==> src/rtl/itest_pkg.sv <==
package itest_pkg;
   localparam logic [11:0] OFF_CTRL = 12'h180;
   localparam logic [11:0] OFF_IN   = 12'h184;
   localparam logic [11:0] OFF_OUT0 = 12'h188;
   localparam logic [11:0] OFF_OUT1 = 12'h18C;
endpackage

==> src/rtl/itest_mux.sv <==
module itest_mux #(
   parameter int W = 1
) (
   input  logic         sel,
   input  logic [W-1:0] func_val,
   input  logic [W-1:0] test_val,
   output logic [W-1:0] out_val
);
   if (W < 1) begin : g_bad_w
      $error("itest_mux: W must be at least 1");
   end
   for (genvar i = 0; i < W; i++) begin : g_bit
      assign out_val[i] = sel ? test_val[i] : func_val[i];
   end
endmodule

==> src/rtl/itest_regfile.sv <==
module itest_regfile
   import itest_pkg::*;
#(
   parameter int ADDR_W = 12,
   parameter int DATA_W = 32,
   parameter int IN_W   = 2,
   parameter int OUT0_W = 29,
   parameter int OUT1_W = 13
) (
   input  logic              clk,
   input  logic              rst_n,
   input  logic              wr_en,
   input  logic [ADDR_W-1:0] waddr,
   input  logic [DATA_W-1:0] wdata,
   output logic              ctrl_en,
   output logic [IN_W-1:0]   in_val,
   output logic              sdout_val,
   output logic [OUT0_W-1:0] out0_val,
   output logic [OUT1_W-1:0] out1_val
);
   localparam int WA = ADDR_W - 2;
   localparam int SDOUT_BIT = OUT0_W;

   logic [WA-1:0] word;
   logic wr_ctrl, wr_in, wr_out0, wr_out1;
   logic unused_wbits;

   assign word    = waddr[ADDR_W-1:2];
   assign wr_ctrl = wr_en && (word == OFF_CTRL[ADDR_W-1:2]);
   assign wr_in   = wr_en && (word == OFF_IN[ADDR_W-1:2]);
   assign wr_out0 = wr_en && (word == OFF_OUT0[ADDR_W-1:2]);
   assign wr_out1 = wr_en && (word == OFF_OUT1[ADDR_W-1:2]);
   assign unused_wbits = ^{waddr[1:0], wdata[DATA_W-1:SDOUT_BIT+1]};

   always_ff @(posedge clk or negedge rst_n) begin
      if (!rst_n) begin
         ctrl_en   <= 1'b0;
         in_val    <= '0;
         sdout_val <= 1'b0;
         out0_val  <= '0;
         out1_val  <= '0;
      end else begin
         if (wr_ctrl) ctrl_en <= wdata[0];
         if (wr_in)   in_val  <= wdata[IN_W-1:0];
         if (wr_out0) begin
            sdout_val <= wdata[SDOUT_BIT];
            out0_val  <= wdata[OUT0_W-1:0];
         end
         if (wr_out1) out1_val <= wdata[OUT1_W-1:0];
      end
   end


   ctrl_write_chk: assert property (@(posedge clk) disable iff (!rst_n)
      wr_ctrl |=> (ctrl_en == $past(wdata[0])));
endmodule

==> src/rtl/itest_readback.sv <==
module itest_readback
   import itest_pkg::*;
#(
   parameter int ADDR_W = 12,
   parameter int DATA_W = 32,
   parameter int IN_W   = 2,
   parameter int OUT0_W = 29,
   parameter int OUT1_W = 13
) (
   input  logic              sel,
   input  logic [ADDR_W-1:0] raddr,
   input  logic              ctrl_en,
   input  logic              sdin_lvl,
   input  logic [IN_W-1:0]   in_live,
   input  logic              sdout_stored,
   input  logic [OUT0_W-1:0] out0_live,
   input  logic [OUT1_W-1:0] out1_live,
   output logic [DATA_W-1:0] rdata
);
   logic [ADDR_W-3:0] word;
   assign word = raddr[ADDR_W-1:2];

   always_comb begin
      rdata = '0;
      if (sel) begin
         if (word == OFF_CTRL[ADDR_W-1:2]) rdata[0] = ctrl_en;
         else if (word == OFF_IN[ADDR_W-1:2]) rdata[IN_W:0] = {sdin_lvl, in_live};
         else if (word == OFF_OUT0[ADDR_W-1:2]) rdata[OUT0_W:0] = {sdout_stored, out0_live};
         else if (word == OFF_OUT1[ADDR_W-1:2]) rdata[OUT1_W-1:0] = out1_live;
      end
   end
endmodule

==> src/rtl/apb_itest_harness.sv <==
module apb_itest_harness
   import itest_pkg::*;
#(
   parameter int ADDR_W = 12,
   parameter int DATA_W = 32,
   parameter int IN_W   = 2,
   parameter int OUT0_W = 29,
   parameter int OUT1_W = 13
) (
   input  logic              pclk,
   input  logic              presetn,
   input  logic              psel,
   input  logic              penable,
   input  logic              pwrite,
   input  logic [ADDR_W-1:0] paddr,
   input  logic [DATA_W-1:0] pwdata,
   output logic [DATA_W-1:0] prdata,
   output logic              pready,
   output logic              pslverr,
   input  logic              pad_sdin,
   input  logic [IN_W-1:0]   sys_dmaclr,
   output logic [IN_W-1:0]   core_dmaclr,
   input  logic              core_sdout,
   output logic              pad_sdout,
   input  logic [OUT0_W-1:0] core_out0,
   output logic [OUT0_W-1:0] sys_out0,
   input  logic [OUT1_W-1:0] core_out1,
   output logic [OUT1_W-1:0] sys_out1
);
   if (OUT0_W + 1 > DATA_W || OUT1_W > DATA_W || IN_W + 1 > DATA_W) begin : g_bad_width
      $error("apb_itest_harness: register field wider than data bus");
   end
   if (ADDR_W < 9) begin : g_bad_addr
      $error("apb_itest_harness: address too narrow for register offsets");
   end

   logic              wr_en, ten, sd_reg;
   logic [IN_W-1:0]   in_reg;
   logic [OUT0_W-1:0] o0_reg;
   logic [OUT1_W-1:0] o1_reg;

   assign wr_en   = psel && penable && pwrite;
   assign pready  = 1'b1;
   assign pslverr = 1'b0;

   itest_regfile #(.ADDR_W(ADDR_W), .DATA_W(DATA_W), .IN_W(IN_W),
                   .OUT0_W(OUT0_W), .OUT1_W(OUT1_W)) u_regs (
      .clk(pclk), .rst_n(presetn), .wr_en(wr_en), .waddr(paddr), .wdata(pwdata),
      .ctrl_en(ten), .in_val(in_reg), .sdout_val(sd_reg),
      .out0_val(o0_reg), .out1_val(o1_reg));

   itest_mux #(.W(IN_W)) u_mux_clr (
      .sel(ten), .func_val(sys_dmaclr), .test_val(in_reg), .out_val(core_dmaclr));
   itest_mux #(.W(1)) u_mux_sd (
      .sel(ten), .func_val(core_sdout), .test_val(sd_reg), .out_val(pad_sdout));
   itest_mux #(.W(OUT0_W)) u_mux_o0 (
      .sel(ten), .func_val(core_out0), .test_val(o0_reg), .out_val(sys_out0));
   itest_mux #(.W(OUT1_W)) u_mux_o1 (
      .sel(ten), .func_val(core_out1), .test_val(o1_reg), .out_val(sys_out1));

   itest_readback #(.ADDR_W(ADDR_W), .DATA_W(DATA_W), .IN_W(IN_W),
                    .OUT0_W(OUT0_W), .OUT1_W(OUT1_W)) u_rd (
      .sel(psel), .raddr(paddr), .ctrl_en(ten), .sdin_lvl(pad_sdin),
      .in_live(core_dmaclr), .sdout_stored(sd_reg), .out0_live(sys_out0),
      .out1_live(o1_reg & {OUT1_W{ten}} | core_out1 & {OUT1_W{!ten}}),
      .rdata(prdata));

   logic wr_o0, wr_o1;
   assign wr_o0 = wr_en && (paddr[ADDR_W-1:2] == OFF_OUT0[ADDR_W-1:2]);
   assign wr_o1 = wr_en && (paddr[ADDR_W-1:2] == OFF_OUT1[ADDR_W-1:2]);


   out0_override_chk: assert property (@(posedge pclk) disable iff (!presetn)
      (wr_o0 && ten) |=> (sys_out0 == $past(pwdata[OUT0_W-1:0])));

   sdout_override_chk: assert property (@(posedge pclk) disable iff (!presetn)
      (wr_o0 && ten) |=> (pad_sdout == $past(pwdata[OUT0_W])));

   out1_hold_chk: assert property (@(posedge pclk) disable iff (!presetn)
      (ten && !wr_en) |=> $stable(sys_out1));

   hole_read_zero_chk: assert property (@(posedge pclk) disable iff (!presetn)
      (psel && paddr[ADDR_W-1:4] != OFF_CTRL[ADDR_W-1:4]) |-> (prdata == '0));
endmodule

==> config.mk <==
export PLATFORM = sky130hd
export DESIGN_NAME = apb_itest_harness
export DESIGN_NICKNAME = d
export VERILOG_FILES = /design/src/rtl/itest_pkg.sv /design/src/rtl/itest_mux.sv /design/src/rtl/itest_regfile.sv /design/src/rtl/itest_readback.sv /design/src/rtl/apb_itest_harness.sv
export SDC_FILE = /design/constraint.sdc
export NUM_CORES = 1
export LEC_CHECK = 0
export ABC_AREA = 0
export BUFFER_PORTS_ARGS = -buffer_cell sky130_fd_sc_hd__buf_2
export CORE_ASPECT_RATIO = 1.5
export CORE_UTILIZATION = 44
export DETAILED_ROUTE_END_ITERATION = 8
export PLACE_DENSITY = 0.81
export SLEW_MARGIN = 5
export SYNTH_ARGS = -nofsm -noshare
export SYNTH_HDL_FRONTEND = slang
export SYNTH_SLANG_ARGS = --single-unit
==> constraint.sdc <==
create_clock -name pclk -period 4.1 [get_ports pclk]
set_clock_uncertainty 0.1 [all_clocks]
set_input_delay 1.23 -clock pclk [delete_from_list [all_inputs] [get_ports pclk]]
set_output_delay 1.23 -clock pclk [all_outputs]
set_load 0.01 [all_outputs]
Word level (Yosys, flattened, before mapping)
Cells that the tools add are included.

Equal/unequal tests: 4. Bitwise gates (word level): 3. Muxes and demuxes: 53. Reductions and logical operators: 7.

Operators with widths (number): two-way mux 1 bit (46); == test 10 x 7 -> 1 bit, second input constant (4); two-way mux 30 bit (1); two-way mux 29 bit (1); two-way mux 27 bit (1); AND 13 bit (2); two-way mux 13 bit (2); two-way mux 17 bit (1); bitwise OR 13 bit (1); logical AND 1 bit (6); two-way mux 3 bit (1); logical NOT 1 bit (1).

Register bits after elaboration: 46. Logic and storage cells: 72.

Logic depth before layout (Yosys ltp)
Gate-level depths: netlist of the first run.

Depth in word-level cells: 8. Depth in mapped cells: 5.

Modules after synthesis
From an unflattened synthesis of the first run, not the netlist that was laid out.

Cells, all modules: 233. Area, all modules: 3109.2 um^2.

Modules (own cells, without submodules): itest_regfile (sequential area each 1151.1 um^2, cells an instance 106, area an instance 1791.7 um^2, times used 1); itest_readback (sequential area each 0.0 um^2, cells an instance 59, area an instance 469.2 um^2, times used 1); itest_mux (u_mux_o0) (sequential area each 0.0 um^2, cells an instance 32, area an instance 391.6 um^2, times used 1); apb_itest_harness (sequential area each 0.0 um^2, cells an instance 19, area an instance 224.0 um^2, times used 1); itest_mux (u_mux_o1) (sequential area each 0.0 um^2, cells an instance 14, area an instance 195.2 um^2, times used 1); itest_mux (u_mux_clr) (sequential area each 0.0 um^2, cells an instance 2, area an instance 22.5 um^2, times used 1); itest_mux (u_mux_sd) (sequential area each 0.0 um^2, cells an instance 1, area an instance 15.0 um^2, times used 1).

Worst setup path before layout of the first run
Ideal clock, no wire load.

Kind: in2out. Start: in paddr[5]. End: out prdata[20]. Cell stages on the path: 5. Setup slack: -114 ps. Arrival time: 2884 ps. Path buffers: 2. Cells stage by stage: or4b_4 > or3_1 > clkbuf_1 > clkbuf_1 > nor3b_1.

Word-level cells in the longest chain between the ends: 5. Elaborated cells between the ends (all ways): 7. Those cells by class: eq/ne (3); mux (4).

RTL lines: start: declaration (line apb_itest_harness.sv:15) `input logic [ADDR_W-1:0] paddr,`; == test 10 x 7 -> 1 bit (line itest_readback.sv:28) `else if (word == OFF_OUT0[ADDR_W-1:2]) rdata[OUT0_W:0] = {sdout_stored, out0_live};`; two-way mux 17 bit (line itest_readback.sv:28); two-way mux 27 bit (line itest_readback.sv:27) `else if (word == OFF_IN[ADDR_W-1:2]) rdata[IN_W:0] = {sdin_lvl, in_live};`; two-way mux 29 bit (*) (line itest_readback.sv:26) `if (word == OFF_CTRL[ADDR_W-1:2]) rdata[0] = ctrl_en;`; two-way mux 30 bit (*) (line itest_readback.sv:25) `if (sel) begin`; end: declaration (line apb_itest_harness.sv:17) `output logic [DATA_W-1:0] prdata,`.

Every way passes the cells marked *; elsewhere a longest branch is shown, timed or not.

Final worst setup path of the first run
Start: in paddr[5]. End: out prdata[15].

Same word-level chain as after synthesis.

==> results of run 1 <==
==> flip-flops by register name, summed over array words and instances, names as in the netlist <==
register,count
u_regs.ctrl_en,1
u_regs.in_val,2
u_regs.out0_val,29
u_regs.out1_val,13
u_regs.sdout_val,1
==> layout make-up <==
cell class	count	area [sq um]	share of cell area, %
Multi-Input combinational cell	165	1750	43.0
Tap cell	74	92.6	2.28
Clock inverter	1	5.00	0.123
Inverter	2	7.51	0.185
Clock buffer	7	86.3	2.13
Timing Repair Buffer	177	966	23.8
Sequential cell	46	1150	28.4
==> worst max-delay path, cell delays in order <==
cell     delay, ps
buf_6           90
or4b_4         560
or3_4          400
buf_12         170
nor3b_2        170
buf_2          150
==> routing by layer <==
metal | up-vias | part of all wire, %
met2 | 97 | 56
met5 | - | 0
met3 | 9 | 4.4
met4 | 0 | 1.4
li1 | 1179 | -
met1 | 1214 | 38
==> report_power, final <==
| group | switching (W) | total, W | internal [W] |
|---|---|---|---|
| registers | 0.00000190 | 0.000457 | 0.000455 |
| logic | 0.0000743 | 0.000152 | 0.0000779 |
| clock network | 0.000144 | 0.000281 | 0.000136 |
==> path summary, 6_finish.rpt <==
path | endpoint | from | cells past startpoint | slack [ps]
worst max register to register | u_regs.ctrl_en$_DFFE_PN0P_ | u_regs.ctrl_en$_DFFE_PN0P_ | 1 | 2540
worst max-delay path | prdata[15] | paddr[5] | 6 | -10
worst min register to register | u_regs.out1_val[6]$_DFFE_PN0P_ | u_regs.out1_val[6]$_DFFE_PN0P_ | 1 | 410
min in group asynchronous | u_regs.out0_val[18]$_DFFE_PN0P_ | presetn | 1 | 1010
max in group asynchronous | u_regs.ctrl_en$_DFFE_PN0P_ | presetn | 1 | 2220
worst min-delay path | u_regs.out1_val[6]$_DFFE_PN0P_ | u_regs.out1_val[6]$_DFFE_PN0P_ | 1 | 410
==> cells by family (layout without fill, tap and decap cells) <==
family | Yosys count | in the layout | synth area share (%)
AOI/OAI and AO/OA | 16 | 16 | 4.40
buffers and inverters | 22 | 187 | 4.19
DFF | 46 | 46 | 40.1
muxes | 91 | 91 | 39.6
other | 2 | 4 | 0.262
and+or+nand+nor | 54 | 54 | 11.4
==> metrics by stage <==
| step | area [sq um] | std cells | setup WS (ps) | hold WS (ps) |
|---|---|---|---|---|
| after detailed placement | 3840 | 462 | -75.9 | 391 |
| after CTS | 4030 | 471 | -20.8 | 412 |
| after global routing | 4060 | 472 | -58.1 | 425 |
| after global placement | 3840 | 462 | -45.8 | 383 |
| final | 4060 | 472 | -14.5 | 409 |
| after floorplan | 2960 | 233 | -10.8 | 374 |
==> cells in the final DEF (no fill, tap or decap), types with 3 or more instances in the layout <==
| cell | count |
|---|---|
| nand3_1 | 6 |
| nor2_1 | 12 |
| a31oi_1 | 3 |
| dfrtp_1 | 45 |
| mux2_4 | 30 |
| clkbuf_8 | 6 |
| a32oi_1 | 10 |
| nand2_1 | 6 |
| buf_2 | 164 |
| mux2_2 | 61 |
| nor3b_4 | 4 |
| buf_4 | 7 |
| buf_6 | 4 |
| nor3b_2 | 12 |
| conb_1 | 4 |
==> what timing repair did <==
item	in CTS	in global routing
endpoints found under the setup margin	26	27
gates cloned	1	0
setup buffers	0	1
resized for setup	14	4
pin swaps	3	3
==> run metrics, run 1 <==
status complete, but fails checks; violated checks setup timing; WL per Instance 16.8 microns; RSZ-0062 raised after global routing true; M3 GR Usage 3.17%; CP Capture Type output pin; share of layout cells above drive strength 1 75.4%; Netlist Area Pre-Place 2870 sq um; Max-slew headroom 30.3%; antenna fix cells 0; I/O pin cnt 174; synth top area cells dfrtp_1 40%, mux2_2 24%, mux2_4 16%; CTS tree built; Die H 101 microns; ys async rst share 100%; final worst path period need 4110 ps; first-pass GRT wire length 11.8 mm; gr ovfl total 0; area delta synth->final 41.3%; Crit Path Category in2out; highest clock rate 0.243 GHz; top post-synthesis cells by count 61 x mux2_2, 46 x dfrtp_1, 30 x mux2_4; max_cap viols 0; Cell Rows 35; drt pass-1 iters 4; Initial Util 46.1%; Post-synth EDFFs 0; Worst Path Required 2770 ps; Setup WS post-layout -14.5 ps; Core ar. 6220 sq um; post-detail-place hpwl 5.75 mm; Tightest Pin Transition 1050 ps; nets 492; critical path fanouts, max 10; area share of the largest cell type after synthesis 40.1%; PortBufs 165; endpoints failing setup 7; post-layout util 65.2%; M1 GR Usage 25.9%; cts hold-fix bufs 0; Post-Synthesis Cells 231; Tot GR Track Use 23.0%; CTS Buf Count 5; Die Span X 67.9 microns; vias 2499; Power Total 0.000890 W; met2 Resource Use GR 43.3%; leading area contributor after synthesis dfrtp_1; Power Density 219 nW/um^2; CP Launch Type input port; Clock Latency Late Sink 290 ps; DRC Markers 0; CTS H-tree depth 2; TNS Setup -72.9 ps; total routed wirelength 7.91 mm; final period utilization 100%; post-synthesis sequential area ratio 40.1%; vias in the first global route 2496; GPL Wtd Cong 0.750; worst vdd ir 0.177 mV; worst min path class reg2reg; grt peak-use layer met2; clock-pin slew on the worst setup and hold paths 90 ps; P_leak 2.16 nW; ANT nets after route 0; arrival time worst endpoint 2780 ps; dominant synthesized flop cell dfrtp_1; FF+latch count, synth 46; Avg Synthesized Cell Area 12.4 sq um; Clock Tree Root clkbuf_8; largest net degree at the start of global routing 49; Sink Count 46; count leader, synth mux2_2; fillers 486; Cell variety after synth 27; max-slew violations 0; routed vias/inst 5.29; Final Hold Viols 0; clock tree buffer depth 2; Synth warnings 0; Initial DRC Count 42; initial antenna violation count 0; DIE AREA 6850 sq um
(Power assumes the default switching activity.)
==> inputs of run 2 (changes only) <==
Settings changed: ABC_AREA 0 to 1, CORE_UTILIZATION 44 to 45, PLACE_DENSITY 0.81 to 0.82.
==> run metrics, run 2 <==
status finished clean; DIE AREA 7110 sq um; max reg flops 29; Multi-input gate area 1510 sq um; Post-Layout Cell Count 684; TNS Setup 0 ps; largest family of logic cells by synthesized area simple AND/OR/NAND/NOR gates; Hold Crit Start u_regs.out0_val[25]$_DFFE_PN0P_; synthesized-area fraction occupied by adder cells 0%; max-slew violations 0; Clock Latency Late Sink 280 ps; max_cap viols 0; top post-synthesis cells by count 174 x nand2_1, 55 x inv_1, 46 x dfrtp_1; clock-pin slew on the worst setup and hold paths 80 ps; switching power 0.000193 W; Die Span X 69.2 microns; Setup WS post-layout 197 ps; CP Capture Type output pin; Clock power frac 37.0%; Synth warnings 0; Post-Synthesis Cells 448; worst min path class reg2reg; Worst Hold End u_regs.out0_val[25]$_DFFE_PN0P_; count leader, synth nand2_1; Reg area 1150 sq um; Core ar. 6530 sq um; DRC Markers 0; CP Launch Type input port; Max-slew headroom 33.6%; RSZ-0062 raised after global routing false; Tightest Pin Transition 996 ps; drt pass-1 iters 4; most common cell after layout, fill and taps aside nand2_1; largest net degree at the start of global routing 65; most frequent cells in the layout 174 x nand2_1, 165 x buf_2, 55 x inv_1; highest clock rate 0.256 GHz; Synth Area in XOR/XNOR 0%; critical path cell sequence buf_2 -> nor2_1 -> nand2_2 -> nor2_2 -> nand2_2 -> nand3_4 -> buf_4 -> nor2_4 -> buf_2; Tot GR Track Use 22.5%; Worst Path Required 2770 ps; r2r setup slk 2830 ps; ys async rst share 100%; synth top area cells dfrtp_1 38%, nand2_1 21%, inv_1 6.8%; Cell variety after synth 28; dpl ws 67.4 ps; arrival time worst endpoint 2570 ps; largest registers u_regs.out0_val x29, u_regs.out1_val x13, u_regs.in_val x2; worst vdd ir 0.218 mV; antenna fix cells 0; ANT nets after route 0; vias in the first global route 2960; Avg Synthesized Cell Area 6.80 sq um; critical path fanouts, max 11; Compound-Gate Fraction of Synth Area 10.0%; first-pass GRT wire length 13.0 mm; CTS H-tree depth 2; gr ovfl total 0; routed vias/inst 4.82; Crit Path Category in2out; Initial Util 46.6%; initial antenna violation count 0; CTS tree built; RR Endpoint u_regs.ctrl_en$_DFFE_PN0P_; PortBufs 165; Power Density 218 nW/um^2; area share of the largest cell type after synthesis 37.8%; share of layout cells above drive strength 1 34.9%; Die H 103 microns; Netlist Area Pre-Place 3050 sq um; CTS Buf Count 5; endpoints failing setup 0; Largest Register u_regs.out0_val; simple-gate area share of the yosys netlist 39.1%; total routed wirelength 8.15 mm; Hold Path Cell Cnt 2; clock tree buffer depth 2; final period utilization 95.2%; dpl cells 670; leading area contributor after synthesis dfrtp_1; Post-synth EDFFs 0; dominant synthesized flop cell dfrtp_1; hold slack 376 ps; Cell Rows 36; area delta synth->final 31.4%; Comb pwr share 10.6%; Initial DRC Count 131; critical path's slowest cell nor2_2; worst r2r path cells 4; post-synthesis sequential area ratio 37.8%; reg2reg start u_regs.ctrl_en$_DFFE_PN0P_; nets 702; final worst path period need 3900 ps; fillers 621; P_leak 2.41 nW; GPL Wtd Cong 0.827; Final Hold Viols 0; sw frac 22.1%; I/O pin cnt 174; FF+latch count, synth 46; internal power 0.000679 W; Clock Tree Root clkbuf_8; Reg power frac 52.3%; post-detail-place hpwl 6.04 mm; cts hold-fix bufs 0; mux cell area share after synthesis 0%; vias 3295; CP max stage delay 250 ps; WL per Instance 11.9 microns; Sink Count 46
run 2: power groups by stage:
| stage | registers [W] | logic, W | clock network (W) |
|---|---|---|---|
| floorplan | 0.000465 | 0.0000342 | 0 |
| global placement | 0.000465 | 0.0000912 | 0 |
| detailed placement | 0.000465 | 0.0000935 | 0 |
| CTS | 0.000456 | 0.0000940 | 0.000332 |
| global route | 0.000457 | 0.000104 | 0.000351 |
| finish | 0.000456 | 0.0000928 | 0.000323 |
run 2: cells by family after synthesis:
| kind of cell | count (synthesis) |
|---|---|
| compound gates | 60 |
| buf+inv | 86 |
| other cells | 2 |
| flops | 46 |
| simple gates | 254 |
run 2: timing repair:
item                                   CTS  global route
buffers inserted                         0             6
setup endpoints to repair                0             3
endpoints found under the hold margin    0             0
resized for setup                        0             0
run 2: layout make-up:
| class | count | area share (%) |
|---|---|---|
| repair buffers | 177 | 22.9 |
| flip-flops and latches | 46 | 28.8 |
| clock buffers | 7 | 1.91 |
| clock inverters | 1 | 0.750 |
| multi-input cells | 318 | 37.7 |
| well taps | 76 | 2.38 |
| inverters | 59 | 5.56 |
run 2: metrics by stage:
step	power, W	utilization [%]	instance area, sq um
4_1_cts	0.000882	60.6	3960
2_1_floorplan	0.000499	-	3050
3_5_place_dp	0.000559	59.0	3850
3_3_place_gp	0.000556	59.0	3850
5_1_grt	0.000912	61.3	4000
6_report	0.000872	61.3	4000
run 2: layer usage:
| layer | up-vias | GRT usage (%) | routed length, microns |
|---|---|---|---|
| met3 | 10 | 2.54 | 446 |
| met4 | 0 | 7.54 | 131 |
| li1 | 1691 | - | - |
| met1 | 1460 | 25.1 | 3090 |
| met2 | 134 | 44.2 | 4480 |
| met5 | - | 0 | 0 |
run 2: worst max-delay path by stage:
| stage | cells after the start | from | slack [ps] | endpoint |
|---|---|---|---|---|
| 3_5_place_dp | 8 | paddr[11] | 70 | prdata[17] |
| 4_1_cts | 8 | paddr[11] | 70 | prdata[17] |
| 3_3_place_gp | 8 | paddr[11] | 140 | prdata[14] |
| 2_1_floorplan | 8 | paddr[11] | 510 | prdata[10] |
| 6_report | 9 | paddr[6] | 200 | prdata[20] |
| 5_1_grt | 9 | paddr[6] | 70 | prdata[20] |
run 2: critical path, delay by kind of cell:
family | cells | cell delay, ps
buffers and inverters | 3 | 410
AND/OR/NAND/NOR | 6 | 920
==> inputs of run 3 (changes only) <==
Settings changed: PLACE_DENSITY 0.82 to default, PLACE_DENSITY_LB_ADDON from default to 0.08.
==> run metrics, run 3 (same netlist as run 2, synthesis figures left out) <==
status finished clean; clock tree buffer depth 2; CTS tree built; CP Capture Type output pin; GPL Wtd Cong 0.903; CP max stage delay 240 ps; most frequent cells in the layout 174 x nand2_1, 165 x buf_2, 55 x inv_1; vias in the first global route 3006; routed vias/inst 4.74; Tightest Pin Transition 999 ps; dpl cell area 3870 sq um; antenna fix cells 0; Worst Path Required 2770 ps; gr ovfl total 0; Setup WS post-layout 260 ps; post-detail-place hpwl 5.91 mm; Final Hold Viols 0; CP Launch Type input port; final instance area 4010 sq um; arrival time worst endpoint 2510 ps; Clock Tree Root clkbuf_8; DRC Markers 0; WL per Instance 11.3 microns; I/O pin cnt 174; vias 3224; Tot GR Track Use 22.3%; CTS Buf Count 5; RSZ-0062 raised after global routing false; PortBufs 165; Sink Count 46; max reg flops 29; Die H 103 microns; ANT nets after route 0; worst min path class reg2reg; total routed wirelength 7.72 mm; most common cell after layout, fill and taps aside nand2_1; initial antenna violation count 0; Die Span X 69.2 microns; TNS Setup 0 ps; final worst path period need 3840 ps; fillers 688; Largest Register u_regs.out0_val; nets 698; clock-pin slew on the worst setup and hold paths 80 ps; first-pass GRT wire length 12.9 mm; Core ar. 6530 sq um; Clock Latency Late Sink 300 ps; P_leak 2.41 nW; Power Density 222 nW/um^2; Initial Util 46.6%; dpl ws 97.8 ps; critical path cell sequence buf_2 -> nor2_1 -> nand2_2 -> nor2_2 -> nand2_2 -> nand3_4 -> buf_12 -> nor2_1 -> buf_2; final period utilization 93.7%; CTS H-tree depth 2; Crit Path Category in2out; highest clock rate 0.260 GHz; worst vdd ir 0.165 mV; largest net degree at the start of global routing 47; endpoints failing setup 0; share of layout cells above drive strength 1 34.8%; Cell Rows 36; critical path's slowest cell nor2_2; DIE AREA 7110 sq um; area delta synth->final 31.6%; largest registers u_regs.out0_val x29, u_regs.out1_val x13, u_regs.in_val x2; drt pass-1 iters 4; Max-slew headroom 33.4%; Post-CTS Resized 0; max-slew violations 0; Initial DRC Count 59; critical path fanouts, max 17; max_cap viols 0
run 3: cell count changes in the layout (fill, tap and decap cells not counted), sizes merged:
cell,before,now
buf,177,173
clkinvlp,0,1
clkbuf,7,5
inv,58,59
run 3: repair_timing:
action / 4_1_cts / 5_1_grt
hold buffers: 0 / 0
buffers inserted: 0 / 1
endpoints found under the setup margin: 0 / 1
run 3: path summary, 6_finish.rpt:
check                                                startpoint                              end  slack [ps]  cells after the start
min in group asynchronous                               presetn   u_regs.out0_val[2]$_DFFE_PN0P_         990                      1
worst min register to register  u_regs.out0_val[19]$_DFFE_PN0P_  u_regs.out0_val[19]$_DFFE_PN0P_         380                      2
worst min-delay path            u_regs.out0_val[19]$_DFFE_PN0P_  u_regs.out0_val[19]$_DFFE_PN0P_         380                      2
max in group asynchronous                               presetn       u_regs.ctrl_en$_DFFE_PN0P_        2230                      1
worst max register to register       u_regs.ctrl_en$_DFFE_PN0P_       u_regs.ctrl_en$_DFFE_PN0P_        2510                      4
worst max-delay path                                   paddr[6]                       prdata[13]         260                      9
run 3: power breakdown:
part           internal, W  switching [W]  leakage (nW)  total (W)
sequential        0.000455     0.00000142         0.637   0.000457
combinational    0.0000425      0.0000499          1.72  0.0000924
clock             0.000186       0.000157        0.0563   0.000343
total             0.000683       0.000209          2.41   0.000892
run 3: per-layer routing:
| metal | up-vias | global-route usage (%) | routed length (microns) | share of wire (%) |
|---|---|---|---|---|
| met5 | - | 0 | 0 | 0 |
| met4 | 0 | 8.32 | 138 | 1.8 |
| met3 | 12 | 3.81 | 499 | 6.5 |
| met2 | 142 | 44.4 | 3990 | 52 |
| met1 | 1395 | 23.3 | 3080 | 40 |
| li1 | 1675 | - | - | - |
run 3: final cells by class:
type                            instances  area, sq um  area share [%]
Clock inverter                          3         48.8            1.22
Tap cell                               76         95.1            2.37
Timing Repair Buffer                  173          911            22.7
Sequential cell                        46         1150            28.7
Multi-Input combinational cell        318         1510            37.7
Clock buffer                            5         68.8            1.72
Inverter                               59          223            5.56
run 3: per-stage QoR:
step	util, %	total power, W	cells	hold WS, ps
final	61.4	0.000892	680	375
after global routing	61.4	0.000934	680	400
after CTS	61.1	0.000905	679	380
after detailed placement	59.3	0.000560	671	359
after global placement	59.3	0.000558	671	353
after floorplan	-	0.000499	450	342
run 3: critical path, delay by kind of cell:
| kind | cells | cell delay (ps) |
|---|---|---|
| simple gates | 6 | 850 |
| buf+inv | 3 | 410 |
